==> src/rtl/bcc_pkg.sv <==
package bcc_pkg;
  localparam int unsigned OPND_W = 32;
  localparam int unsigned PORT_W = 16;

  typedef enum logic [1:0] {
    OPSZ_BYTE = 2'd0,
    OPSZ_WORD = 2'd1,
    OPSZ_LONG = 2'd2,
    OPSZ_RSVD = 2'd3
  } opsize_e;

  function automatic logic [2:0] opsize_bytes(input logic [1:0] sz);
    case (opsize_e'(sz))
      OPSZ_BYTE: return 3'd1;
      OPSZ_WORD: return 3'd2;
      default:   return 3'd4;
    endcase
  endfunction
endpackage

==> src/rtl/bcc_arbiter.sv <==
module bcc_arbiter (
  input  logic busy,
  input  logic op_valid,
  input  logic pf_valid,
  input  logic cof_pending,
  output logic op_ready,
  output logic pf_ready,
  output logic take_op,
  output logic take_pf
);
  always_comb begin
    op_ready = !busy;
    pf_ready = !busy && !op_valid && !cof_pending;
    take_op  = op_valid && op_ready;
    take_pf  = pf_valid && pf_ready;
  end
endmodule

==> src/rtl/bcc_chunker.sv <==
module bcc_chunker import bcc_pkg::*; (
  input  logic [2:0]        rem,
  input  logic              narrow,
  input  logic              addr_lsb,
  input  logic [OPND_W-1:0] wsh,
  output logic              wide,
  output logic [1:0]        lane,
  output logic [PORT_W-1:0] wdata
);
  localparam int unsigned BYTE_W = PORT_W / 2;

  always_comb begin
    wide = !narrow && (rem >= 3'd2);
    if (wide)                    lane = 2'b11;
    else if (narrow || addr_lsb) lane = 2'b01;
    else                         lane = 2'b10;
    case (lane)
      2'b11:   wdata = wsh[OPND_W-1 -: PORT_W];
      2'b10:   wdata = {wsh[OPND_W-1 -: BYTE_W], {BYTE_W{1'b0}}};
      default: wdata = {{BYTE_W{1'b0}}, wsh[OPND_W-1 -: BYTE_W]};
    endcase
  end
endmodule

==> src/rtl/bcc_packer.sv <==
module bcc_packer import bcc_pkg::*; #(
  parameter int unsigned W = OPND_W
) (
  input  logic              clk,
  input  logic              rst,
  input  logic              clear,
  input  logic              capture,
  input  logic [1:0]        lane,
  input  logic [PORT_W-1:0] rdata,
  output logic [W-1:0]      acc_next
);
  localparam int unsigned BYTE_W = PORT_W / 2;

  logic [W-1:0] acc_q;

  always_comb begin
    case (lane)
      2'b11:   acc_next = {acc_q[W-PORT_W-1:0], rdata};
      2'b10:   acc_next = {acc_q[W-BYTE_W-1:0], rdata[PORT_W-1 -: BYTE_W]};
      default: acc_next = {acc_q[W-BYTE_W-1:0], rdata[BYTE_W-1:0]};
    endcase
  end

  always_ff @(posedge clk) begin
    if (rst || clear) acc_q <= '0;
    else if (capture) acc_q <= acc_next;
  end
endmodule

==> src/rtl/bus_cycle_ctrl.sv <==
module bus_cycle_ctrl import bcc_pkg::*; #(
  parameter int unsigned AW = 24
) (
  input  logic              clk,
  input  logic              rst,
  input  logic              op_req_valid,
  output logic              op_req_ready,
  input  logic [AW-1:0]     op_addr,
  input  logic [1:0]        op_size,
  input  logic              op_write,
  input  logic [OPND_W-1:0] op_wdata,
  input  logic              pf_req_valid,
  output logic              pf_req_ready,
  input  logic [AW-1:0]     pf_addr,
  input  logic              cof_pending,
  output logic              rsp_valid,
  output logic [OPND_W-1:0] rsp_data,
  output logic              rsp_is_pf,
  output logic              rsp_stale,
  output logic              bus_req,
  output logic [AW-1:0]     bus_addr,
  output logic              bus_write,
  output logic [PORT_W-1:0] bus_wdata,
  output logic [1:0]        bus_lane,
  input  logic              bus_ack,
  input  logic [PORT_W-1:0] bus_rdata,
  input  logic              port_narrow
);
  localparam logic [2:0] PF_BYTES = 3'd2;

  logic              busy_q, cur_pf_q, cur_wr_q, take2_q, stale_q;
  logic [2:0]        rem_q;
  logic [AW-1:0]     addr_q;
  logic [OPND_W-1:0] wsh_q;
  logic [1:0]        lane_q;
  logic [PORT_W-1:0] wdata_q;
  logic              rsp_valid_q, rsp_pf_q, rsp_stale_q;
  logic [OPND_W-1:0] rsp_data_q;

  logic              take_op, take_pf, start, beat_done, last, load_en;
  logic [2:0]        n_cur, rem_after, nxt_rem;
  logic [AW-1:0]     nxt_addr;
  logic [OPND_W-1:0] wsh_load, nxt_wsh, acc_next;
  logic              ck_wide;
  logic [1:0]        ck_lane;
  logic [PORT_W-1:0] ck_wdata;

  bcc_arbiter u_arb (
    .busy(busy_q), .op_valid(op_req_valid), .pf_valid(pf_req_valid),
    .cof_pending(cof_pending), .op_ready(op_req_ready), .pf_ready(pf_req_ready),
    .take_op(take_op), .take_pf(take_pf)
  );

  always_comb begin
    start     = take_op || take_pf;
    n_cur     = take2_q ? 3'd2 : 3'd1;
    rem_after = rem_q - n_cur;
    beat_done = busy_q && bus_ack;
    last      = beat_done && (rem_after == 3'd0);
    load_en   = start || (beat_done && !last);
    case (opsize_e'(op_size))
      OPSZ_BYTE: wsh_load = {op_wdata[7:0], 24'h0};
      OPSZ_WORD: wsh_load = {op_wdata[15:0], 16'h0};
      default:   wsh_load = op_wdata;
    endcase
    if (!(take_op && op_write)) wsh_load = '0;
    if (busy_q) begin
      nxt_rem  = rem_after;
      nxt_addr = addr_q + AW'(n_cur);
      nxt_wsh  = take2_q ? {wsh_q[OPND_W-17:0], 16'h0} : {wsh_q[OPND_W-9:0], 8'h0};
    end else begin
      nxt_rem  = take_op ? opsize_bytes(op_size) : PF_BYTES;
      nxt_addr = take_op ? op_addr : pf_addr;
      nxt_wsh  = wsh_load;
    end
  end

  bcc_chunker u_chunk (
    .rem(nxt_rem), .narrow(port_narrow), .addr_lsb(nxt_addr[0]), .wsh(nxt_wsh),
    .wide(ck_wide), .lane(ck_lane), .wdata(ck_wdata)
  );

  bcc_packer #(.W(OPND_W)) u_pack (
    .clk(clk), .rst(rst), .clear(start), .capture(beat_done),
    .lane(lane_q), .rdata(bus_rdata), .acc_next(acc_next)
  );

  // Per-cycle datapath registers, reloaded at each cycle start.
  always_ff @(posedge clk) begin
    if (rst) begin
      rem_q   <= '0;
      addr_q  <= '0;
      wsh_q   <= '0;
      take2_q <= 1'b0;
      lane_q  <= 2'b00;
      wdata_q <= '0;
    end else if (load_en) begin
      rem_q   <= nxt_rem;
      addr_q  <= nxt_addr;
      wsh_q   <= nxt_wsh;
      take2_q <= ck_wide;
      lane_q  <= ck_lane;
      wdata_q <= ck_wdata;
    end
  end

  // Request-level control and the response register.
  always_ff @(posedge clk) begin
    if (rst) begin
      busy_q      <= 1'b0;
      cur_pf_q    <= 1'b0;
      cur_wr_q    <= 1'b0;
      stale_q     <= 1'b0;
      rsp_valid_q <= 1'b0;
      rsp_pf_q    <= 1'b0;
      rsp_stale_q <= 1'b0;
      rsp_data_q  <= '0;
    end else begin
      rsp_valid_q <= 1'b0;
      if (!busy_q) begin
        if (start) begin
          busy_q   <= 1'b1;
          cur_pf_q <= take_pf;
          cur_wr_q <= take_op && op_write;
          stale_q  <= 1'b0;
        end
      end else begin
        if (cur_pf_q && cof_pending) stale_q <= 1'b1;
        if (last) begin
          busy_q      <= 1'b0;
          rsp_valid_q <= 1'b1;
          rsp_data_q  <= cur_wr_q ? '0 : acc_next;
          rsp_pf_q    <= cur_pf_q;
          rsp_stale_q <= stale_q || (cur_pf_q && cof_pending);
        end
      end
    end
  end

  assign bus_req   = busy_q;
  assign bus_addr  = addr_q;
  assign bus_write = cur_wr_q;
  assign bus_wdata = wdata_q;
  assign bus_lane  = lane_q;
  assign rsp_valid = rsp_valid_q;
  assign rsp_data  = rsp_data_q;
  assign rsp_is_pf = rsp_pf_q;
  assign rsp_stale = rsp_stale_q;

  assert_op_first_R1: assert property (@(posedge clk) disable iff (rst)
    (!busy_q && op_req_valid) |=> (busy_q && !cur_pf_q));

  assert_no_pf_on_cof_R5: assert property (@(posedge clk) disable iff (rst)
    (!busy_q && cof_pending) |=> !(busy_q && cur_pf_q));

  assert_stale_mark_R6: assert property (@(posedge clk) disable iff (rst)
    (busy_q && cur_pf_q && cof_pending && !bus_ack) |=> stale_q);

  assert_lane_used_R7: assert property (@(posedge clk) disable iff (rst)
    bus_req |-> (bus_lane != 2'b00));

  assert_single_pulse_R9: assert property (@(posedge clk) disable iff (rst)
    rsp_valid |=> !rsp_valid);

  assert_wait_hold_R10: assert property (@(posedge clk) disable iff (rst)
    (bus_req && !bus_ack) |=> (bus_req && $stable(bus_addr) && $stable(bus_wdata)
                               && $stable(bus_lane) && $stable(bus_write)));

  assert_no_interleave_R11: assert property (@(posedge clk) disable iff (rst)
    (busy_q && !bus_ack) |=> (busy_q && $stable(cur_pf_q) && !op_req_ready));
endmodule

==> config.mk <==
export PLATFORM = sky130hd
export DESIGN_NAME = bus_cycle_ctrl
export DESIGN_NICKNAME = d
export VERILOG_FILES = /design/src/rtl/bcc_pkg.sv /design/src/rtl/bcc_arbiter.sv /design/src/rtl/bcc_chunker.sv /design/src/rtl/bcc_packer.sv /design/src/rtl/bus_cycle_ctrl.sv
export SDC_FILE = /design/constraint.sdc
export NUM_CORES = 1
export LEC_CHECK = 0
export ABC_AREA = 1
export BUFFER_PORTS_ARGS = -buffer_cell sky130_fd_sc_hd__buf_4
export CORE_MARGIN = 2
export CORE_UTILIZATION = 45
export DETAILED_ROUTE_END_ITERATION = 8
export GPL_TIMING_DRIVEN = 0
export PLACE_DENSITY = 0.7
export SETUP_SLACK_MARGIN = 0.1
export SYNTH_ARGS = -nofsm -noshare
export SYNTH_HDL_FRONTEND = slang
export SYNTH_SLANG_ARGS = --single-unit
==> constraint.sdc <==
create_clock -name clk -period 5.6 [get_ports clk]
set_clock_uncertainty 0.05 [all_clocks]
set_input_delay 0.28 -clock clk [delete_from_list [all_inputs] [get_ports clk]]
set_output_delay 0.28 -clock clk [all_outputs]
set_load 0.01 [all_outputs]
* After elaboration in Yosys (flattened, before gate mapping)
Cells that the tools add are included.
** Word-level totals
- Register bits after elaboration :: 133
- Latch bits :: 0
- Bits in writable memories :: 0
- ROM bits :: 0
- Output and inout bits :: 81
- Logic and storage cells :: 74
- Memories :: 0
** Operators by class
- Add/subtract/negate cells :: 2
- $mul :: 0
- Div/mod/pow operators :: 0
- $lt $le $gt $ge :: 1
- Equality and inequality tests :: 6
- Shifts and indexed selects :: 0
- Muxes and demuxes :: 22
- Bitwise operators :: 1
- Reduce and logical (&&, ||, !) cells :: 27
** Operators by type and width (number)
- $mux 32 :: 4
- $pmux 32 s2 :: 2
- $mux 24 :: 2
- $pmux 16 s2 :: 1
- $add 24x2->24 :: 1
- $logic_and 1x1->1 :: 10
- $eq 2x2->1 const B :: 4
- $mux 1 :: 7
- $mux 2 :: 3
- $mux 3 :: 2
- $pmux 3 s2 :: 1
- $reduce_and 2->1 :: 3
- $logic_not 1->1 :: 5
- $logic_or 1x1->1 :: 5
- $ge 3x2->1 const B :: 1
- $logic_not 3->1 :: 1
- $sub 3x2->3 :: 1
- $eq 2x1->1 const B :: 1
- $logic_not 2->1 :: 1
- $ne 2x1->1 const B :: 1
- $reduce_bool 2->1 :: 1
- $reduce_or 2->1 :: 1
- $not 1->1 :: 1

* Depth between registers and ports, before layout
Gate-level depths: netlist of run 1.
- Word-level depth :: 9
- Depth in mapped cells :: 14
- Depth with buffers taken out :: 12

* Modules after synthesis
From an unflattened synthesis of run 1, not the netlist that was laid out.
** Unflattened totals
- Cell total of the unflattened synthesis :: 1206
- Area, all modules :: 7786.2 um2
** By module, submodules not included
- bus_cycle_ctrl :: times used 1, cells an instance 895, area an instance 5985.7 um2
- bcc_packer :: times used 1, cells an instance 254, area an instance 1512.7 um2
- bcc_chunker :: times used 1, cells an instance 49, area an instance 255.2 um2
- bcc_arbiter :: times used 1, cells an instance 8, area an instance 32.5 um2

* Worst setup path after synthesis of run 1
No wires, ideal clock.
- Kind :: register to register
- Start :: register take2_q
- End :: register rsp_data_q[10], in the netlist rsp_data[10]
- Data arrival time :: 2.349 ns
- Setup slack :: 3.131 ns
- Stages on the path, launching flop included :: 11
- Path buffers :: 2
- Clock period less this slack :: 2.469 ns
- Path through :: dfxtp_1 -> inv_1 -> buf_2 -> ha_1 -> fa_1 -> nand2_1 -> nand3b_2 -> nor2_1 -> buf_2 -> nand2_1 -> a21oi_1
** Between the ends
- Word-level cells in the longest chain between the ends :: 5
** RTL lines
- start: declaration :: RTL line bus_cycle_ctrl.sv:31 : logic busy_q, cur_pf_q, cur_wr_q, take2_q, stale_q;
- start signal: assignment :: RTL line bus_cycle_ctrl.sv:101 : take2_q <= ck_wide;
- $mux 2 :: RTL line bus_cycle_ctrl.sv:56 : n_cur = take2_q ? 3'd2 : 3'd1;
- $sub 3x2->3 :: RTL line bus_cycle_ctrl.sv:57 : rem_after = rem_q - n_cur;
- $logic_not 3->1 :: RTL line bus_cycle_ctrl.sv:59 : last = beat_done && (rem_after == 3'd0);
- $logic_and 1x1->1 :: RTL line bus_cycle_ctrl.sv:59
- $reduce_and 2->1 (no source line)
- end signal: assignment :: RTL line bus_cycle_ctrl.sv:132 : rsp_data_q <= cur_wr_q ? '0 : acc_next;
- end: declaration :: RTL line bus_cycle_ctrl.sv:38 : logic [OPND_W-1:0] rsp_data_q;
No other way between the ends.
A chain may end at the register's enable or synchronous reset.

* Final worst setup path of run 1
- Start :: register take2_q
- End :: register rsp_data_q[16], in the netlist rsp_data[16]
Same word-level chain as after synthesis.

==> results of run 1 <==
## synth_stat cells (4+ instances only)
cell and n:
sky130_fd_sc_hd__dfxtp_1 133, sky130_fd_sc_hd__nor2_1 102, sky130_fd_sc_hd__o21ai_1 27, sky130_fd_sc_hd__buf_4 5, sky130_fd_sc_hd__o2111ai_1 7, sky130_fd_sc_hd__nor2_4 4
sky130_fd_sc_hd__inv_1 80, sky130_fd_sc_hd__buf_2 26, sky130_fd_sc_hd__nor3_1 9, sky130_fd_sc_hd__o21bai_1 4, sky130_fd_sc_hd__clkbuf_1 22, sky130_fd_sc_hd__or2_2 9
sky130_fd_sc_hd__o22ai_1 6, sky130_fd_sc_hd__o21ba_2 6, sky130_fd_sc_hd__inv_2 6, sky130_fd_sc_hd__o21ai_0 77, sky130_fd_sc_hd__o211ai_1 4, sky130_fd_sc_hd__a21oi_1 141
sky130_fd_sc_hd__nand2_1 267, sky130_fd_sc_hd__xnor2_1 4, sky130_fd_sc_hd__nand3_1 51, sky130_fd_sc_hd__a22o_1 17
## sequential cells by signal (all words and copies together) (netlist names)
register,count
bus_addr,24
bus_lane,2
bus_req,1
bus_wdata,16
bus_write,1
cur_pf_q,1
rem_q,3
rsp_data,32
rsp_is_pf,1
rsp_stale,1
rsp_valid,1
stale_q,1
take2_q,1
u_pack.acc_q,24
wsh_q,24
## final cells by class
type / count / area share (%)
clock buffer: 21 / 4.99
clock inverter: 11 / 1.64
sequential: 133 / 28.9
inverter: 86 / 3.50
tap: 188 / 2.55
multi-input combinational: 765 / 40.4
timing repair buffer: 185 / 15.1
buffer: 57 / 2.96
## worst min-delay path, stage by stage
cell	delay [ps]
sky130_fd_sc_hd__buf_4	110
sky130_fd_sc_hd__nand2_1	60
sky130_fd_sc_hd__a21oi_1	50
## worst max-delay path by stage
stage / start / to / depth (start not counted)
after CTS: take2_q / rsp_data[16] / 10
after global routing: take2_q / rsp_data[9] / 10
after detailed placement: take2_q / rsp_data[16] / 10
final: take2_q / rsp_data[16] / 10
after floorplan: take2_q / rsp_data[10] / 10
after global placement: take2_q / rsp_data[12] / 10
## through the flow
step	setup slack, ps	power, mW	instance area [µm²]	util [%]	instances
detailed placement	2540	1.66	8610	56.6	1414
global placement	2550	1.65	8610	56.6	1414
floorplan	3130	1.41	6980	-	1041
CTS	2530	2.80	9220	60.7	1446
finish	2500	2.81	9220	60.7	1446
global route	2300	2.92	9220	60.7	1446
## cells by family (layout without fill, tap and decap cells)
logic type      count (synthesis)  after routing
mux                             3              3
flops                         133            133
simple gates                  457            457
xor+xnor                        5              5
fa+ha+maj                       5              5
buf+inv                       143            360
compound gates                295            295
## metal layers
metal  global-route usage, %  up-vias  wire (µm)  part of all wire [%]
met5                       0        -          0                     0
li1                        -     3853          -                     -
met4                    9.40        0        497                   2.1
met3                    5.95       46       1640                   7.0
met2                    45.8      314      10500                    45
met1                    37.7     3577      10600                    46
## power by group through the flow
stage	combinational, mW	sequential, mW	clock [mW]
after floorplan	0.326	1.09	0
after global placement	0.571	1.08	0
after detailed placement	0.577	1.08	0
after CTS	0.580	1.07	1.16
after global routing	0.645	1.07	1.20
final	0.585	1.07	1.16
## layout by cell type (no fill, tap or decap), types with 7 or more instances in the layout
cell,n
sky130_fd_sc_hd__buf_4,190
sky130_fd_sc_hd__o21ai_1,27
sky130_fd_sc_hd__clkbuf_1,24
sky130_fd_sc_hd__nor2_1,102
sky130_fd_sc_hd__nand3_1,51
sky130_fd_sc_hd__a22o_1,17
sky130_fd_sc_hd__nor3_1,9
sky130_fd_sc_hd__buf_2,26
sky130_fd_sc_hd__clkbuf_16,17
sky130_fd_sc_hd__a21oi_1,141
sky130_fd_sc_hd__inv_1,80
sky130_fd_sc_hd__dfxtp_1,133
sky130_fd_sc_hd__o2111ai_1,7
sky130_fd_sc_hd__nand2_1,267
sky130_fd_sc_hd__or2_2,9
sky130_fd_sc_hd__o21ai_0,77
==> summary.log, run 1 <==
qor: outcome.status completed
qor: logic_synthesis.synth_area 6980 µm²
qor: setup_path.path_buf_inv 3
qor: route.viasPerCell 5.39
qor: floorplan.initial_utilization 45.9%
qor: logic_synthesis.most_used_flip_flop_cell_after_synthesis sky130_fd_sc_hd__dfxtp_1
qor: sta.hold_slack 74.7 ps
qor: logic_synthesis.yosys.area.top_type_share 38.1%
qor: setup_path.worst-endpoint-arrival 3390 ps
qor: finish.area.sequential 2660 µm²
qor: floorplan.design.portCount 187
qor: place.gp_congestion 0.963
qor: sta.timing_hold_violations_final 0
qor: logic_synthesis.syn-mean-instance-area 6.71 µm²
qor: floorplan.die_h 129 µm
qor: sta.final.min_clock_period 3100 ps
qor: route.vias 7790
qor: place.place_hpwl 17.6 mm
qor: global_route.grt_usage 28.2%
qor: logic_synthesis.ys_seq_area_share 38.1%
qor: clock_tree.cts_hold_buffers 0
qor: logic_synthesis.combinational_family_with_the_most_area_after_synthesis simple AND/OR/NAND/NOR gates
qor: finish.syn_to_final_growth 32.0%
qor: finish.multi_input_area 3730 µm²
qor: logic_synthesis.muxShareOfSynthArea 0.430%
qor: setup_path.timing.critical_path.to_type register
qor: floorplan.core 15200 µm²
qor: sta.worstMarginPinSlew 658 ps
qor: pwr.power.leakage 3.94 nW
qor: sta.fin_tns_setup 0 ps
qor: pwr.power.share.sequential 38.0%
qor: logic_synthesis.syn_inst 1041
qor: pwr.power.density_cell_area 305 nW/µm²
qor: setup_path.worst_reg2reg_path_length_in_cells 10
qor: logic_synthesis.yosys.area_share.xor_xnor 0.627%
qor: clock_tree.clockRootBuffer sky130_fd_sc_hd__clkbuf_16
qor: logic_synthesis.count_of_distinct_cell_types_in_the_synthesized_netlist 42
qor: sta.max_slew_headroom_at_the_worst_pin 56.1%
qor: logic_synthesis.adder_cell_fraction_of_synth_area 1.11%
qor: global_route.grt_first_pass_wirelength 36.7 mm
qor: global_route.grt_max_degree 17
qor: setup_path.cp_data_required_time 5900 ps
qor: setup_path.r2r-start take2_q
qor: pwr.switching_power 0.846 mW
qor: sta.fmax 323 MHz
qor: clock_tree.tritoncts_num_sinks 133
qor: route.detailedRoute.firstIterationViolations 653
qor: clock_tree.tritoncts done
qor: logic_synthesis.synth-compound-area-share 23.7%
qor: setup_path.timing.reg2reg.setup_slack 2500 ps
qor: finish.count_of_inserted_antenna_diode_cells 0
qor: clock_tree.cts_buffers 17
qor: clock_tree.cts_repair_resize_count 0
qor: sta.setup-violations-final 0
qor: setup_path.worst_path_largest_cell_delay 510 ps
qor: setup_path.path_max_fanout 12
qor: logic_synthesis.ys_async_sr_fraction 0%
qor: setup_path.critPathKind register to register
qor: clock_tree.clk-insertion-delay-late 430 ps
qor: finish.num-nets-final 1356
qor: pwr.swShare 30.1%
qor: job.max_cap_viols 0
qor: sta.rsz0062_at_grt false
qor: min_path.hold_class primary input to register
qor: min_path.holdPathStages 3
qor: route.wire_per_inst 16.1 µm
qor: route.dr_pass1_iterations 6
qor: global_route.grt.overflow.total 0
qor: setup_path.cp_cell_sequence inv_1 > buf_2 > ha_1 > fa_1 > nand2_1 > nand3b_2 > nor2_1 > buf_2 > nand2_1 > a21oi_1
qor: finish.final.fill_count 1484
qor: setup_path.critPathSlowestCell sky130_fd_sc_hd__dfxtp_1
qor: place.portBuffers 185
qor: logic_synthesis.yosysWarnings 0
qor: setup_path.crit-reg2reg-capture rsp_data[16]
qor: logic_synthesis.synth_area_leader_cell sky130_fd_sc_hd__dfxtp_1
qor: pwr.ir_drop 0.244 mV
qor: min_path.worst_hold_path.endpoint wsh_q[3]
qor: route.ant_nets 0
qor: logic_synthesis.synth_fp_nets 1152
qor: finish.drive_above_1_share 22.7%
qor: logic_synthesis.postSynthRegisterBits 133
qor: sta.finalCritPeriodShare 55.3%
qor: floorplan.floorplan.rows 45
qor: clock_tree.cts_max_level 4
qor: pwr.clkPwrFrac 41.2%
qor: pwr.intPower 1.96 mW
qor: logic_synthesis.yosys.area_share.simple 27.5%
qor: sta.drv_slew 0
qor: setup_path.cp-start-kind register
qor: setup_path.worst_path_dominant_cell_family simple AND/OR/NAND/NOR gates
qor: logic_synthesis.synth.area.top_cells sky130_fd_sc_hd__dfxtp_1, sky130_fd_sc_hd__nand2_1, sky130_fd_sc_hd__a21oi_1
qor: global_route.antenna_found_initial 0
qor: logic_synthesis.synth_enable_flop_cells 0
qor: pwr.comb_power_share 20.8%
qor: floorplan.fp.dieW 129 µm
qor: global_route.grt_pass1_vias 7333
qor: route.detail_route.wirelength 23.3 mm
qor: route.post-route-drc-count 0
qor: floorplan.floorplan.die_area 16500 µm²
qor: clock_tree.cts-root-to-sink-buffers 2
qor: clock_tree.clk_pin_slew_worst_paths 60 ps
qor: min_path.holdCritStartpoint op_wdata[3]
qor: clock_tree.post_cts_setup_buffers 0
(Power assumes the default switching activity.)
==> run 2: changes to the inputs <==
==> constraint.sdc (replaced) <==
create_clock -name clk -period 3.2 [get_ports clk]
set_clock_uncertainty 0.05 [all_clocks]
set_input_delay 0.16 -clock clk [delete_from_list [all_inputs] [get_ports clk]]
set_output_delay 0.16 -clock clk [all_outputs]
set_load 0.01 [all_outputs]
==> run 2 against run 1 <==
Effect of this change:
- critical path type unchanged
- design area rose by 1.3%
- clock power rose by 75%
- register-to-register slack got worse by 2200 ps
- combinational power rose by 78%
==> summary.log, run 2 (synthesis gave the netlist of run 1 again) <==
qor: route.viasPerCell 5.40 [+0.32%]
qor: clock_tree.cts-root-to-sink-buffers 2 [unchanged]
qor: min_path.holdCritStartpoint cof_pending
qor: setup_path.r2r-start take2_q
qor: clock_tree.clk-insertion-delay-late 430 ps [about the same]
qor: place.gp_congestion 0.963 [unchanged]
qor: route.dr_pass1_iterations 6 [unchanged]
qor: global_route.grt_usage 28.4% [+0.12 points]
qor: sta.fin_tns_setup 0 ps [unchanged]
qor: route.vias 7874 [+1.1%]
qor: clock_tree.clk_pin_slew_worst_paths 60 ps [about the same]
qor: clock_tree.cts_buffers 17 [unchanged]
qor: route.post-route-drc-count 0 [unchanged]
qor: global_route.grt_first_pass_wirelength 36.9 mm [+0.43%]
qor: min_path.hold_class primary input to register
qor: finish.syn_to_final_growth 33.8%
qor: clock_tree.clockRootBuffer sky130_fd_sc_hd__clkbuf_16
qor: route.wire_per_inst 16.1 µm [about the same]
qor: pwr.power.density_cell_area 528 nW/µm² [+73%]
qor: global_route.antenna_found_initial 0 [unchanged]
qor: finish.layout.cells.most_common sky130_fd_sc_hd__nand2_1
qor: sta.drv_slew 0 [unchanged]
qor: floorplan.fp.dieW 129 µm [unchanged]
qor: floorplan.core 15200 µm² [unchanged]
qor: global_route.grt_max_degree 17 [unchanged]
qor: floorplan.design.portCount 187 [unchanged]
qor: place.portBuffers 185 [unchanged]
qor: place.place_hpwl 17.6 mm [unchanged]
qor: sta.setup-violations-final 0 [unchanged]
qor: finish.final-instance-count-excl-fill 1457 [+0.76%]
qor: sta.max_slew_headroom_at_the_worst_pin 56.4% [+0.21 points]
qor: clock_tree.tritoncts done
qor: global_route.grt_pass1_vias 7375 [+0.57%]
qor: sta.finalCritPeriodShare 89.9% [+35 points]
qor: finish.drive_above_1_share 22.9% [+0.12 points]
qor: setup_path.path_max_fanout 12 [unchanged]
qor: sta.worst_slack 325 ps [-2180 ps]
qor: setup_path.timing.critical_path.to_type register
qor: floorplan.die_h 129 µm [unchanged]
qor: route.ant_nets 0 [unchanged]
qor: sta.final.min_clock_period 2880 ps [-220 ps]
qor: place.place.detailed.instances 1414 [unchanged]
qor: finish.largest_register_ff_count 32 [unchanged]
qor: job.max_cap_viols 0 [unchanged]
qor: pwr.ir_drop 0.428 mV [+76%]
qor: finish.num-nets-final 1367 [+0.81%]
qor: floorplan.initial_utilization 45.9% [unchanged]
qor: sta.rsz0062_at_grt false
qor: pwr.power.leakage 3.99 nW [+1.3%]
qor: setup_path.worst-endpoint-arrival 3180 ps [-210 ps]
qor: sta.timing_hold_violations_final 0 [unchanged]
qor: setup_path.critPathKind register to register
qor: sta.worstMarginPinSlew 655 ps [-3.22 ps]
qor: outcome.status completed
qor: place.place_worst_setup_slack 142 ps [-2400 ps]
qor: route.detailedRoute.firstIterationViolations 686 [+5.1%]
qor: finish.count_of_inserted_antenna_diode_cells 0 [unchanged]
qor: finish.final_cell_mix sky130_fd_sc_hd__nand2_1, sky130_fd_sc_hd__buf_4, sky130_fd_sc_hd__a21oi_1, sky130_fd_sc_hd__dfxtp_1, sky130_fd_sc_hd__nor2_1
qor: clock_tree.tritoncts_num_sinks 133 [unchanged]
qor: setup_path.cp_data_required_time 3510 ps [-2390 ps]
qor: floorplan.floorplan.rows 45 [unchanged]
qor: clock_tree.cts_max_level 4 [unchanged]
qor: setup_path.crit_start take2_q
qor: setup_path.cp-start-kind register
qor: floorplan.floorplan.die_area 16500 µm² [unchanged]
qor: global_route.grt.overflow.total 0 [unchanged]
qor: sta.fmax 348 MHz [+7.7%]
qor: route.detail_route.wirelength 23.5 mm [+0.85%]
run 2: cell types whose count changed in the layout (fill, tap and decap cells not counted):
cell and change:
sky130_fd_sc_hd__dfxtp_1 -1, sky130_fd_sc_hd__dfxtp_2 +1, sky130_fd_sc_hd__buf_4 +1, sky130_fd_sc_hd__clkbuf_4 +4, sky130_fd_sc_hd__nor2_2 +2, sky130_fd_sc_hd__dlygate4sd3_1 +10, sky130_fd_sc_hd__buf_2 -4, sky130_fd_sc_hd__nor2_1 -2
run 2: critical path: stages, from the launching register on:
cell	delay (ps)
sky130_fd_sc_hd__dfxtp_2	420
sky130_fd_sc_hd__inv_1	150
sky130_fd_sc_hd__buf_2	240
sky130_fd_sc_hd__ha_1	240
sky130_fd_sc_hd__fa_1	500
sky130_fd_sc_hd__nand2_1	70
sky130_fd_sc_hd__nand3b_2	290
sky130_fd_sc_hd__a21oi_4	300
sky130_fd_sc_hd__clkbuf_4	290
sky130_fd_sc_hd__o21ai_1	100
sky130_fd_sc_hd__a21oi_1	140
run 2: worst paths after layout:
| check | to | slack, ps | cells after the start |
|---|---|---|---|
| setup / recovery | wsh_q[14] | 320 | 10 |
| hold / removal | cur_pf_q | 10 | 4 |
| setup reg to reg | wsh_q[14] | 320 | 10 |
| hold reg to reg | rsp_data[17] | 410 | 2 |
run 2: final cells by class:
class / instances / area (µm²)
clock buffers: 21 / 460
inverters: 86 / 323
plain buffers: 57 / 283
fillers: 1470 / 5860
flip-flops and latches: 133 / 2660
multi-input cells: 765 / 3730
clock inverters: 11 / 151
well taps: 188 / 235
repair buffers: 196 / 1500
run 2: where the power goes:
part / internal, mW / switching [mW]
Sequential: 1.76 / 0.107
Clock: 1.27 / 0.758
Combinational: 0.417 / 0.623
run 2: timing repair:
item	in CTS	in global routing
endpoints found under the setup margin	0	62
setup buffers	0	1
endpoints found under the hold margin	10	0
resized for setup	0	7
hold buffers	10	0
run 2: through the flow:
step / hold WS (ps) / instance area, µm² / total power [mW] / utilization (%)
after floorplan: 258 / 6980 / 2.47 / -
after global placement: 386 / 8610 / 2.90 / 56.6
after detailed placement: 391 / 8610 / 2.91 / 56.6
after CTS: 5.63 / 9320 / 4.92 / 61.3
after global routing: 12.4 / 9340 / 5.12 / 61.5
final: 12.2 / 9340 / 4.93 / 61.5
run 2: metal layers:
| metal | GRT usage (%) | vias up | routed length (µm) |
|---|---|---|---|
| met3 | 5.95 | 52 | 1730 |
| met4 | 9.40 | 0 | 566 |
| met5 | 0 | - | 0 |
| met2 | 46.1 | 326 | 10600 |
| met1 | 37.7 | 3619 | 10600 |
| li1 | - | 3877 | - |
==> run 3: changes to the inputs <==
--- a/config.mk
+++ b/config.mk
@@ -7,7 +7,7 @@
 export LEC_CHECK = 0
 export ABC_AREA = 1
 export BUFFER_PORTS_ARGS = -buffer_cell sky130_fd_sc_hd__buf_4
-export CORE_MARGIN = 2
+export CORE_MARGIN = 1.5
 export CORE_UTILIZATION = 45
 export DETAILED_ROUTE_END_ITERATION = 8
 export GPL_TIMING_DRIVEN = 0
@@ -16,3 +16,4 @@
 export SYNTH_ARGS = -nofsm -noshare
 export SYNTH_HDL_FRONTEND = slang
 export SYNTH_SLANG_ARGS = --single-unit
+export TNS_END_PERCENT = 20
==> run 3 against run 2 <==
Effect of this change:
- first-iteration DRC count shrank 23%
- maximum frequency down 3.3%
- sequential share of layout area shrank 0.11 points
- worst hold slack better by 10 ps
- highest routed layer unchanged
- core utilization up 0.23 points
- die area down 1.5%
- non-clock buffer count down 1
- critical path depth stayed put
- count of clock-buffer cells in the layout is 3 lower
- global-route usage up 0.38 points
- design area increased by 0.38%
- combinational power is essentially flat
==> summary.log, run 3 (synthesis gave the netlist of run 1 again) <==
qor: outcome.status completed
qor: sta.fin_tns_setup 0 ps [unchanged]
qor: sta.fmax 336 MHz [-3.3%]
qor: finish.multi_input_area 3730 µm² [unchanged]
qor: route.vias 7770 [-1.3%]
qor: setup_path.worst_path_largest_cell_delay 500 ps [about the same]
qor: finish.drive_above_1_share 22.9% [+0.097 points]
qor: floorplan.design.portCount 187 [unchanged]
qor: place.place_hpwl 17.3 mm [-1.7%]
qor: route.post-route-drc-count 0 [unchanged]
qor: finish.final.fill_count 1490 [+1.4%]
qor: global_route.grt_pass1_vias 7211 [-2.2%]
qor: setup_path.critPathKind register to register
qor: route.detail_route.wirelength 23.4 mm [-0.49%]
qor: setup_path.cp-start-kind register
qor: route.detailedRoute.firstIterationViolations 525 [-23%]
qor: route.highest-signal-layer met4
qor: clock_tree.clk_pin_slew_worst_paths 60 ps [about the same]
qor: clock_tree.tritoncts_num_sinks 133 [unchanged]
qor: finish.count_of_inserted_antenna_diode_cells 0 [unchanged]
qor: global_route.antenna_found_initial 0 [unchanged]
qor: finish.num-nets-final 1366 [-0.073%]
qor: route.met2_wirelength 10.6 mm [+0.11%]
qor: pwr.ir_drop 0.431 mV [+0.49%]
qor: pwr.power.leakage 4.01 nW [+0.64%]
qor: floorplan.floorplan.die_area 16300 µm² [-1.5%]
qor: job.max_cap_viols 0 [unchanged]
qor: setup_path.worst-endpoint-arrival 3280 ps [+100 ps]
qor: clock_tree.cts_buffers 17 [unchanged]
qor: route.wire_per_inst 16.1 µm [-0.42%]
qor: floorplan.floorplan.rows 45 [unchanged]
qor: sta.timing_hold_violations_final 0 [unchanged]
qor: floorplan.die_h 128 µm [-0.78%]
qor: route.viasPerCell 5.34 [-1.3%]
qor: setup_path.critPathSlowestCell sky130_fd_sc_hd__fa_1
qor: global_route.grt.overflow.total 0 [unchanged]
qor: floorplan.core 15200 µm² [unchanged]
qor: route.route.layer.met1.wl 10.9 mm [+2.6%]
qor: route.detailroute.wirelength.met3 1.44 mm [-17%]
qor: finish.syn_to_final_growth 34.3%
qor: finish.final_cell_mix sky130_fd_sc_hd__nand2_1, sky130_fd_sc_hd__buf_4, sky130_fd_sc_hd__a21oi_1, sky130_fd_sc_hd__dfxtp_1, sky130_fd_sc_hd__nor2_1
qor: clock_tree.cts_max_level 4 [unchanged]
qor: setup_path.timing.critical_path.to_type register
qor: finish.layout.cells.most_common sky130_fd_sc_hd__nand2_1
qor: clock_tree.post_cts_setup_buffers 0 [unchanged]
qor: sta.worstMarginPinSlew 712 ps [+56.8 ps]
qor: route.dr_pass1_iterations 5 [-1]
qor: global_route.grt_max_degree 17 [unchanged]
qor: clock_tree.cts-root-to-sink-buffers 2 [unchanged]
qor: floorplan.fp.dieW 128 µm [-0.78%]
qor: setup_path.path_max_fanout 12 [unchanged]
qor: finish.area.sequential 2660 µm² [unchanged]
qor: setup_path.cp_cell_sequence inv_1 > buf_2 > ha_1 > fa_1 > nand2_1 > nand3b_2 > a21oi_4 > buf_2 > o21ai_1 > a21oi_1
qor: place.gp_congestion 0.944 [-2.0%]
qor: pwr.power.density_cell_area 545 nW/µm² [+3.1%]
qor: floorplan.initial_utilization 45.9% [unchanged]
qor: global_route.grt_first_pass_wirelength 36.7 mm [-0.34%]
qor: setup_path.cp_data_required_time 3500 ps [about the same]
qor: place.place_worst_setup_slack 139 ps [-3.41 ps]
qor: sta.rsz0062_at_grt true
qor: sta.final.min_clock_period 2970 ps [+99.1 ps]
qor: sta.finalCritPeriodShare 93.0% [+3.1 points]
qor: sta.setup-violations-final 0 [unchanged]
qor: global_route.grt_usage 28.7% [+0.38 points]
qor: place.portBuffers 185 [unchanged]
qor: min_path.hold_class primary input to register
qor: clock_tree.tritoncts done
qor: sta.drv_slew 0 [unchanged]
qor: clock_tree.clockRootBuffer sky130_fd_sc_hd__clkbuf_16
qor: route.ant_nets 0 [unchanged]
qor: sta.max_slew_headroom_at_the_worst_pin 52.6% [-3.8 points]
qor: clock_tree.clk-insertion-delay-late 420 ps [about the same]
qor: finish.largest_register_ff_count 32 [unchanged]
qor: setup_path.crit_path_frequent_cell sky130_fd_sc_hd__buf_2
qor: sta.worst_slack 225 ps [-99.1 ps]
run 3: power breakdown:
| part | internal, mW | switching (mW) |
|---|---|---|
| clock network | 1.41 | 0.791 |
| logic | 0.413 | 0.622 |
| registers | 1.76 | 0.107 |
run 3: path summary, 6_finish.rpt:
check        cells after the start  slack (ps)         start            to
max                             10         230       take2_q     wsh_q[12]
min                              4          20   cof_pending      cur_pf_q
max reg2reg                     10         230       take2_q     wsh_q[12]
min reg2reg                      2         410  rsp_data[17]  rsp_data[17]
run 3: stage by stage:
| step | total power, mW | hold WS [ps] | cell area, µm² | util, % | cells |
|---|---|---|---|---|---|
| 2_1_floorplan | 2.47 | 258 | 6980 | - | 1041 |
| 3_3_place_gp | 2.90 | 386 | 8610 | 56.6 | 1414 |
| 3_5_place_dp | 2.90 | 388 | 8610 | 56.6 | 1414 |
| 4_1_cts | 5.10 | 7.66 | 9370 | 61.6 | 1456 |
| 5_1_grt | 5.31 | 18.3 | 9380 | 61.7 | 1456 |
| 6_report | 5.11 | 22.2 | 9380 | 61.7 | 1456 |
run 3: final cells by class:
| type | instances | area share (%) |
|---|---|---|
| well taps | 188 | 2.51 |
| plain buffers | 57 | 2.93 |
| clock buffers | 18 | 4.68 |
| repair buffers | 195 | 15.9 |
| multi-input cells | 765 | 39.8 |
| clock inverters | 14 | 2.37 |
| inverters | 86 | 3.44 |
| flip-flops and latches | 133 | 28.4 |
run 3: critical path, delay by kind of cell (launching register included):
kind	cells	cell delay [ps]
adder cells (fa/ha/maj)	2	740
buffers and inverters	3	720
AO/OA/AOI/OAI	3	590
flip-flops	1	420
AND/OR/NAND/NOR	2	360
run 3: layer usage:
layer	global-route usage (%)	vias to the layer above
li1	-	3880
met1	38.8	3579
met2	46.2	277
met3	6.28	34
met4	8.53	0
met5	0	-
run 3: timing repair:
item / 4_1_cts / 5_1_grt
gates resized for setup: 0 / 4
hold buffers: 10 / 0
endpoints found under the hold margin: 10 / 0
setup endpoints to repair: 0 / 62
